## src/rtl/dma_evt_status.sv

```systemverilog
module dma_evt_status #(
  parameter int NCH   = 16,
  parameter int TMO_W = 15,
  parameter int AW    = 8
) (
  input  logic             clk,
  input  logic             rst_n,
  input  logic             bus_sel,
  input  logic             bus_wr,
  input  logic [AW-1:0]    bus_addr,
  input  logic [31:0]      bus_wdata,
  output logic [31:0]      bus_rdata,
  input  logic [NCH-1:0]   evt_done,
  input  logic [NCH-1:0]   evt_btmo,
  input  logic [NCH-1:0]   evt_rtmo,
  input  logic [NCH-1:0]   evt_xerr,
  input  logic [NCH-1:0]   evt_ovf,
  output logic             irq_done,
  output logic             irq_err,
  output logic             mod_en,
  output logic             tmo_en,
  output logic [TMO_W-1:0] tmo_count
);
  localparam int NERR = 4;
  localparam logic [2:0] A_CTL  = 3'd0;
  localparam logic [2:0] A_DONE = 3'd1;
  localparam logic [2:0] A_MASK = 3'd2;
  localparam logic [2:0] A_ERR0 = 3'd3;
  localparam logic [2:0] A_TMO  = 3'd7;

  logic             en_q, rst_pend, tmo_en_q;
  logic [TMO_W-1:0] tmo_cnt_q;
  logic [NCH-1:0]   stat_done, mask_q;
  logic [NCH-1:0]   err_q   [NERR];
  logic [NCH-1:0]   err_evt [NERR];

  wire       hit   = bus_sel && (bus_addr[AW-1:5] == '0);
  wire [2:0] widx  = bus_addr[4:2];
  wire       wr_en = hit && bus_wr;
  wire [NCH-1:0] gate = {NCH{en_q}};

  logic unused_bits;
  assign unused_bits = ^{bus_wdata[31:NCH], bus_addr[1:0]};

  assign err_evt[0] = evt_btmo;
  assign err_evt[1] = evt_rtmo;
  assign err_evt[2] = evt_xerr;
  assign err_evt[3] = evt_ovf;

  function automatic logic [NCH-1:0] clr_for(input logic [2:0] idx);
    return (wr_en && widx == idx) ? bus_wdata[NCH-1:0] : '0;
  endfunction

  always_ff @(posedge clk or negedge rst_n) begin
    if (!rst_n) begin
      en_q      <= 1'b0;
      rst_pend  <= 1'b0;
      tmo_en_q  <= 1'b0;
      tmo_cnt_q <= '0;
      stat_done <= '0;
      mask_q    <= '1;
      for (int k = 0; k < NERR; k++) err_q[k] <= '0;
    end else if (rst_pend) begin
      en_q      <= 1'b0;
      rst_pend  <= 1'b0;
      tmo_en_q  <= 1'b0;
      tmo_cnt_q <= '0;
      stat_done <= '0;
      mask_q    <= '1;
      for (int k = 0; k < NERR; k++) err_q[k] <= '0;
    end else begin
      stat_done <= (stat_done & ~clr_for(A_DONE)) | (evt_done & gate);
      for (int k = 0; k < NERR; k++)
        err_q[k] <= (err_q[k] & ~clr_for(A_ERR0 + 3'(k))) | (err_evt[k] & gate);
      if (wr_en && widx == A_MASK) mask_q <= bus_wdata[NCH-1:0];
      if (wr_en && widx == A_CTL) begin
        en_q     <= bus_wdata[0];
        rst_pend <= bus_wdata[1];
      end
      if (wr_en && widx == A_TMO) begin
        tmo_en_q  <= bus_wdata[TMO_W];
        tmo_cnt_q <= bus_wdata[TMO_W-1:0];
      end
    end
  end

  always_comb begin
    bus_rdata = '0;
    if (hit) begin
      case (widx)
        A_CTL:   bus_rdata = 32'({rst_pend, en_q});
        A_DONE:  bus_rdata = 32'(stat_done);
        A_MASK:  bus_rdata = 32'(mask_q);
        3'd3:    bus_rdata = 32'(err_q[0]);
        3'd4:    bus_rdata = 32'(err_q[1]);
        3'd5:    bus_rdata = 32'(err_q[2]);
        3'd6:    bus_rdata = 32'(err_q[3]);
        default: bus_rdata = 32'({tmo_en_q, tmo_cnt_q});
      endcase
    end
  end

  assign irq_done  = |(stat_done & ~mask_q);
  assign irq_err   = |{err_q[0], err_q[1], err_q[2], err_q[3]};
  assign mod_en    = en_q;
  assign tmo_en    = tmo_en_q;
  assign tmo_count = tmo_cnt_q;
endmodule


```

## config.mk

```make
export PLATFORM = sky130hd
export DESIGN_NAME = dma_evt_status
export DESIGN_NICKNAME = d
export VERILOG_FILES = /design/src/rtl/dma_evt_status.sv
export SDC_FILE = /design/constraint.sdc
export NUM_CORES = 1
export LEC_CHECK = 0
export ABC_AREA = 1
export BUFFER_PORTS_ARGS = -buffer_cell sky130_fd_sc_hd__buf_2
export CORE_UTILIZATION = 55
export DETAILED_ROUTE_END_ITERATION = 10
export GPL_TIMING_DRIVEN = 0
export PLACE_DENSITY = 0.82
export RECOVER_POWER = 25
export SYNTH_ARGS = -nofsm -noshare
export SYNTH_HDL_FRONTEND = slang
export SYNTH_SLANG_ARGS = --single-unit
```

## constraint.sdc

```tcl
create_clock -name clk -period 1.4 [get_ports clk]
set_input_delay 0.21 -clock clk [delete_from_list [all_inputs] [get_ports clk]]
set_output_delay 0.21 -clock clk [all_outputs]
set_load 0.01 [all_outputs]
```

Yosys cells after proc, flatten, opt, wreduce, memory -nomap -nowiden
Index checks and enable logic that the tools add are counted.

Equality and inequality tests: 7. Muxes and demuxes: 19. Bitwise gates (word level): 22. Reduce and logical (&&, ||, !) cells: 17.

Operators with widths (number): $and 16x16->16 (11); $mux 16 (9); $pmux 16 s7 (1); $not 16->16 (6); $or 16x16->16 (5); $mux 64 (1); $reduce_or 64->1 (1); $mux 15 (2); $reduce_or 16->1 (1); $eq 3x3->1 const B (4); $logic_and 1x1->1 (10); $eq 3x2->1 const B (2); $logic_not 3->1 (2); $mux 1 (6); $reduce_bool 2->1 (3); $eq 3x1->1 const B (1).

Flip-flop bits (word level): 114. Bits of input ports: 124. Output and inout port bits: 51. Logic and storage cells: 75.

Longest topological paths before layout
Gate-level depths: netlist of the first run.

Depth in word-level cells: 9. Gate-level depth with buffers: 9. Depth with buffers taken out: 8.

Least setup slack after synthesis of the first run
No wires, ideal clock.

Path type: in2out. From: input port bus_addr[3]. To: output port bus_rdata[10]. Data arrival time: 1.189 ns. Data required time: 1.190 ns. Setup slack: 0.001 ns. Cell stages on the path: 8. Path buffers: 3. Cells stage by stage: buf_4 > nor2_1 > buf_4 > buf_4 > nand3_1 > nand2_1 > nor2_1 > a21oi_1.

Word-level cells in the longest chain between the ends: 3. Elaborated cells between the ends (all ways): 9. Those cells by class: eq/ne: 6; mux: 2; reduce/logical: 1.

Ends and longest elaborated chain: from (decl) (RTL line 10) `input logic [AW-1:0] bus_addr,`; $eq 3x3->1 (tied with other cells) (RTL line 90) `case (widx)`; $pmux 16 s7 * (RTL line 90); $mux 16 * (RTL line 89) `if (hit) begin`; to (decl) (RTL line 12) `output logic [31:0] bus_rdata,`.

Mark *: on every way between the ends. The rest lies on a longest branch, timed or not.

Worst setup path in the final report of the first run
From: register mask_q[10]. To: output port bus_rdata[10].

Word-level cells in the longest chain between the ends: 2.

Ends and longest elaborated chain: from (decl) (RTL line 33) `logic [NCH-1:0] stat_done, mask_q;`; from (signal assigned) (RTL line 75) `if (wr_en && widx == A_MASK) mask_q <= bus_wdata[NCH-1:0];`; $pmux 16 s7 (RTL line 90); $mux 16 (RTL line 89).

Every way passes these cells.

==> impl_metrics.json, run 1 <==
{
  "cp-end-kind": "primary output",
  "n_antenna_cell": 0,
  "fin_ws_ns": -0.430,
  "via_count": 8428,
  "timing.setup.tns_ns": -6.41,
  "drc_errors": 0,
  "ff2ff_setup_slack_ns": 0.03,
  "die-height_um": 116,
  "ant_nets": 0,
  "synth_cell_type_count": 27,
  "drt_iter0_markers": 951,
  "grt_antenna_before_repair": 0,
  "critPathMaxFanout": 3,
  "syn_inst": 1100,
  "min-delay-start": "evt_done[6]",
  "grt_pass1_vias": 7983,
  "result_of_the_run": "complete, but fails checks",
  "initial_utilization": 0.566,
  "violations": "negative hold slack, negative setup slack",
  "holdCritPathClass": "in -> reg",
  "grt_setup_unrepaired": "true",
  "worst_ep_required_time_ns": 1.19,
  "finalWeightedCongestion": 0.973,
  "clock.fmax_mhz": 546,
  "power.static_leakage_uw": 0.00531,
  "groute.layer.met3.usage": 0.107,
  "routed_wirelength_mm": 28.6,
  "placement.io_buffers": 138,
  "clock_path_buffers": 2,
  "postSynthRegisterBits": 114,
  "timing_worst_setup_path_type": "reg -> out",
  "final_hold_viol_count": 2,
  "min_to": "stat_done[6]",
  "globalRouteMet1Util": 0.562,
  "htreeDepth": 4,
  "grt_busiest_layer": "met2",
  "reg2reg_depth": 6,
  "tritoncts_num_sinks": 114,
  "num-fill-cells": 996,
  "share_of_the_clock_period_used_by_the_worst_path": 1.31,
  "clockRootBuffer": "clkbuf_16",
  "dieWidth_um": 116,
  "die_area_mm2": 0.0135,
  "critical_path.startpoint_type": "flip-flop",
  "core_area_mm2": 0.0127,
  "worst_slew_margin_rel": 0.492,
  "largest_net_degree_at_the_start_of_global_routing": 63,
  "vias_per_cell": 5.47,
  "syn-mean-instance-area_um2": 6.52,
  "multi_input_area_mm2": 0.00368,
  "area_delta_synth_final_pct": 35.9,
  "final_max_slew_viol_count": 0,
  "drt_pass1_iterations": 5,
  "worstPathCellList": "nand4_1 > nand2_1 > nor2_1 > a21oi_1 > buf_2",
  "crit_path_max_incr_delay_ns": 0.55,
  "design_power_total_uw": 13500,
  "powerDensity_mw_per_mm2": 1390,
  "setup_violations": 18,
  "grtUsageTotal": 0.436,
  "standard_cell_row_count": 41,
  "wire_per_inst_um": 18.6,
  "cts_tree": "done",
  "cts.clk_slew.worst_paths_ns": 0.05,
  "pre_cts_slack_ns": -0.705,
  "finish.utilization": 0.769,
  "max_cap_viol_count": 0,
  "net_count_reported_at_finish": 1481,
  "grt_first_pass_wirelength_mm": 42.6,
  "post_synth_and_or_nand_nor_area_fraction": 0.459,
  "syn_area_mm2": 0.00717,
  "complex_gate_fraction_of_the_synthesized_area": 0.0291,
  "timing.final.crit_period_ns": 1.83,
  "max-vdd-ir-drop_mv": 1.13,
  "synth_seq_area_share": 0.401,
  "slew_at_the_pin_with_the_worst_max_slew_slack_ns": 0.762,
  "cpMaxStageDelayCell": "dfstp_2",
  "numCtsBuffers": 17,
  "timing.critical_path.from": "mask_q[10]",
  "worstReg2RegStart": "rst_pend",
  "timing.critical_path.arrival_ns": 1.62,
  "fraction_of_the_mapped_netlist_area_in_adder_cells": 0,
  "hpwlAfterDp_mm": 18.9,
  "grt_use_met2": 0.666,
  "sequential_cell_area_mm2": 0.00287,
  "synth_warnings": 0,
  "synth_xor_xnor_area_share": 0,
  "reg2reg_to": "mask_q[7]",
  "synth.mux.area_fraction": 0,
  "final.setup_skew_ns": 0.00661,
  "worst_skew_pair.late_latency_ns": 0.43,
  "grt_overflow_total": 0,
  "drive_gt1_frac": 0.258,
  "number_of_cells_on_the_worst_hold_path": 3,
  "main_combinational_cell_family_by_area_after_synthesis": "simple AND/OR/NAND/NOR gates",
  "ioPinCount": 175,
  "fin_worst_hold_slack_ns": -0.00152
}
-- cell type report --
class | count | share of cell area
multi-input combinational | 827 | 0.377
inverter | 97 | 0.0376
sequential | 114 | 0.295
clock buffer | 19 | 0.0454
buffer | 75 | 0.0529
timing repair buffer | 225 | 0.158
tap | 172 | 0.0221
clock inverter | 11 | 0.0118
-- kinds of logic after synthesis --
| group | Yosys count |
|---|---|
| other | 1 |
| buffers and inverters | 174 |
| AO/OA/AOI/OAI | 41 |
| AND/OR/NAND/NOR | 770 |
| flip-flops | 114 |
-- sequential cells by signal, summed over array words and instances, names as in the netlist --
signal	cells
mask_q	16
stat_done	16
rst_pend	1
err_q	64
mod_en	1
tmo_en	1
tmo_count	15
-- metal layers --
| metal | vias to the layer above | wire (µm) |
|---|---|---|
| met1 | 3839 | 10900 |
| li1 | 3915 | - |
| met2 | 542 | 12800 |
| met5 | - | 0 |
| met3 | 132 | 3020 |
| met4 | 0 | 1850 |
-- synth_stat cells, drive strengths merged --
cell / instances / area share
nand2: 459 / 0.24
nor2: 154 / 0.089
dfrtp: 98 / 0.34
inv: 96 / 0.050
nand4: 69 / 0.060
nand3: 68 / 0.050
buf: 56 / 0.049
o21ai: 23 / 0.016
clkbuf: 21 / 0.011
or2: 19 / 0.017
dfstp: 16 / 0.059
a21oi: 15 / 0.010
o22ai: 3 / 0.0026
clkinv: 1 / 0.00052
conb: 1 / 0.00052
nor3: 1 / 0.0014
-- worst max-delay path, delay by kind of cell, from the launching register on --
family                 cells  cell delay [ns]
flip-flops                 1             0.55
AO/OA/AOI/OAI              1             0.14
buffers and inverters      1             0.15
AND/OR/NAND/NOR            3             0.34
-- how the worst max path moves through the flow --
| stage | to | cells past startpoint |
|---|---|---|
| 2_1_floorplan | bus_rdata[10] | 8 |
| 3_3_place_gp | err_q[41] | 1 |
| 4_1_cts | irq_err | 7 |
| 5_1_grt | irq_err | 7 |
| 3_5_place_dp | err_q[59] | 5 |
| 6_report | bus_rdata[10] | 5 |
-- placed cells by master, fill, tap and decap left out --
cell type and instances:
o21ai_2 1, a21oi_2 10, buf_4 45, inv_2 9, nor2_1 132, dfstp_2 16, o21ai_1 13, clkbuf_8 1
dlygate4sd3_1 68, buf_2 156, dfrtp_1 97, clkinvlp_4 4, nand3_2 3, clkbuf_1 3, nand2_2 8, inv_1 87
nand3_1 64, nand3_4 1, nor2_2 14, bufinv_16 2, clkbuf_16 18, clkinv_2 5, a21oi_1 5, buf_6 7
or2_2 16, nand2_4 2, o21ai_0 9, inv_4 1, buf_8 1, nand2_1 449, clkbuf_2 13, conb_1 16
nand4_1 69, dfrtp_2 1, or2_4 3, clkbuf_4 6, o22ai_1 3, nor2_4 8, nor3_2 1, buf_12 1
-- per-stage QoR --
stage	cell area, µm²	hold slack [ns]	instances
final	9750	-0.00152	1540
after global routing	9750	0.00923	1540
after CTS	9680	0.000346	1537
after detailed placement	8170	0.190	1426
after global placement	8130	0.410	1425
after floorplan	7230	-0.0856	1115
-- what timing repair did --
action                     in CTS  in global routing
hold buffers                   68                  0
setup buffers                  14                  4
hold endpoints to repair      119                  0
setup endpoints to repair     129                103
pin swaps                      23                 18
gates resized for setup        67                 33
-- power breakdown --
part	switching, µW	total [µW]	leakage (µW)	internal (µW)
Clock	1610	4230	0.000266	2620
Sequential	909	5370	0.00129	4460
Combinational	2360	3940	0.00375	1580
Total	4890	13500	0.00531	8660
Note: power is estimated with default switching activity, not from simulation.
==> run 2: changes to the inputs <==
--- a/config.mk
+++ b/config.mk
@@ -9,7 +9,6 @@
 export BUFFER_PORTS_ARGS = -buffer_cell sky130_fd_sc_hd__buf_2
 export CORE_UTILIZATION = 55
 export DETAILED_ROUTE_END_ITERATION = 10
-export GPL_TIMING_DRIVEN = 0
 export PLACE_DENSITY = 0.82
 export RECOVER_POWER = 25
 export SYNTH_ARGS = -nofsm -noshare
==> impl_metrics.json, run 2 (synthesis gave the netlist of run 1 again) <==
{
  "result_of_the_run": "complete, but fails checks",
  "violations": "negative setup slack",
  "grt_overflow_total": 0,
  "critPathMaxFanout": 2,
  "placement.io_buffers": 140,
  "via_count": 8401,
  "holdCritPathClass": "in -> reg",
  "n_antenna_cell": 0,
  "clock_path_buffers": 2,
  "clockRootBuffer": "clkbuf_16",
  "final_max_slew_viol_count": 0,
  "worst_skew_pair.late_latency_ns": 0.44,
  "worst_ep_required_time_ns": 1.19,
  "grtUsageTotal": 0.424,
  "grt_setup_unrepaired": "true",
  "grt_pass1_vias": 7910,
  "max_cap_viol_count": 0,
  "fin_worst_hold_slack_ns": 0.00890,
  "finish.utilization": 0.789,
  "largest_net_degree_at_the_start_of_global_routing": 56,
  "largest_registers": "err_q x64, mask_q x16, stat_done x16",
  "design_power_total_uw": 14100,
  "worst_slew_margin_rel": 0.564,
  "standard_cell_row_count": 41,
  "die_area_mm2": 0.0135,
  "wire_per_inst_um": 17.7,
  "area_delta_synth_final_pct": 39.3,
  "critical_path.startpoint_type": "flip-flop",
  "final_cell_mix": "451 x nand2_1, 139 x buf_2, 130 x nor2_1",
  "setup_violations": 18,
  "grt_antenna_before_repair": 0,
  "grt_first_pass_wirelength_mm": 41.7,
  "cts_tree": "done",
  "drt_pass1_iterations": 7,
  "tritoncts_num_sinks": 114,
  "numCtsBuffers": 17,
  "hpwlAfterDp_mm": 18.1,
  "drt_iter0_markers": 1078,
  "final_common_cell": "nand2_1",
  "max-vdd-ir-drop_mv": 1.45,
  "finalInstanceArea_mm2": 0.00999,
  "finalWeightedCongestion": 1.04,
  "initial_utilization": 0.566,
  "final_hold_viol_count": 0,
  "drc_errors": 0,
  "timing.critical_path.arrival_ns": 1.58,
  "cp-end-kind": "primary output",
  "ioPinCount": 175,
  "htreeDepth": 4,
  "die-height_um": 116,
  "dieWidth_um": 116,
  "largest_register_ffs": 64,
  "net_count_reported_at_finish": 1475,
  "power.static_leakage_uw": 0.00536,
  "ff2ff_setup_slack_ns": 0.06,
  "fin_ws_ns": -0.392,
  "powerDensity_mw_per_mm2": 1410,
  "timing.final.crit_period_ns": 1.79,
  "drive_gt1_frac": 0.259,
  "timing_worst_setup_path_type": "reg -> out",
  "share_of_the_clock_period_used_by_the_worst_path": 1.28,
  "ant_nets": 0,
  "vias_per_cell": 5.47,
  "clock.fmax_mhz": 558,
  "post_dp_cell_area_mm2": 0.00849,
  "final.setup_skew_ns": 0.0116,
  "cts.clk_slew.worst_paths_ns": 0.06,
  "core_area_mm2": 0.0127,
  "slew_at_the_pin_with_the_worst_max_slew_slack_ns": 0.654,
  "top_register": "err_q",
  "routed_wirelength_mm": 27.2
}
run 2: cell count changes in the layout (fill, tap and decap cells not counted), moves of 3 or more:
| cell | delta |
|---|---|
| buf_6 | -5 |
| or2_2 | +3 |
| or2_4 | -3 |
| clkinv_2 | -3 |
| buf_4 | +22 |
| clkbuf_4 | -4 |
| buf_12 | +14 |
| clkbuf_2 | -12 |
| buf_2 | -17 |
run 2: report_power, final:
group | switching, µW | internal, µW | total, µW
logic | 2420 | 1760 | 4180
registers | 914 | 4460 | 5380
clock network | 1650 | 2890 | 4540
run 2: worst max-delay path, cell delays in order, from the launching register on:
cell and delay, ns:
dfrtp_1 0.39, nor2_1 0.11, nand3_1 0.08, nor2_2 0.15, nand2_1 0.10, nor2_1 0.10
nand2_1 0.07, buf_2 0.14
run 2: metrics by stage:
step | setup TNS (ns) | instances | setup WS (ns)
6_report | -6.08 | 1536 | -0.392
5_1_grt | -8.68 | 1536 | -0.431
3_3_place_gp | -6.45 | 1424 | -0.200
2_1_floorplan | 0 | 1115 | 0.000525
4_1_cts | -6.02 | 1530 | -0.372
3_5_place_dp | -10.02 | 1424 | -0.215
run 2: what timing repair did:
action	in CTS	in global routing
hold endpoints to repair	87	0
setup endpoints to repair	27	46
buffers inserted	6	6
resized for setup	22	28
pin swaps	34	37
hold buffers	68	0
run 2: area by class of cell:
cell class                 count  area [µm²]
timing repair buffer         294        2220
multi-input combinational    827        3700
fill                         906        2680
clock buffer                  20         457
tap                          172         215
inverter                      97         368
clock inverter                12         156
sequential                   114        2870
run 2: path summary, 6_finish.rpt:
| check | startpoint | end | cells after the start |
|---|---|---|---|
| worst min-delay path | evt_ovf[9] | err_q[9] | 3 |
| worst max register to register | rst_pend | err_q[23] | 5 |
| max in group asynchronous | rst_n | tmo_count[7] | 3 |
| min in group asynchronous | rst_n | err_q[1] | 2 |
| worst max-delay path | err_q[1] | irq_err | 7 |
| worst min register to register | mask_q[10] | mask_q[10] | 2 |
run 2: routing by layer:
layer / track usage / vias to the layer above / part of all wire
met5: 0 / - / 0
met4: 0.240 / 0 / 0.050
met3: 0.105 / 104 / 0.12
met2: 0.658 / 580 / 0.46
met1: 0.542 / 3818 / 0.37
li1: - / 3899 / -
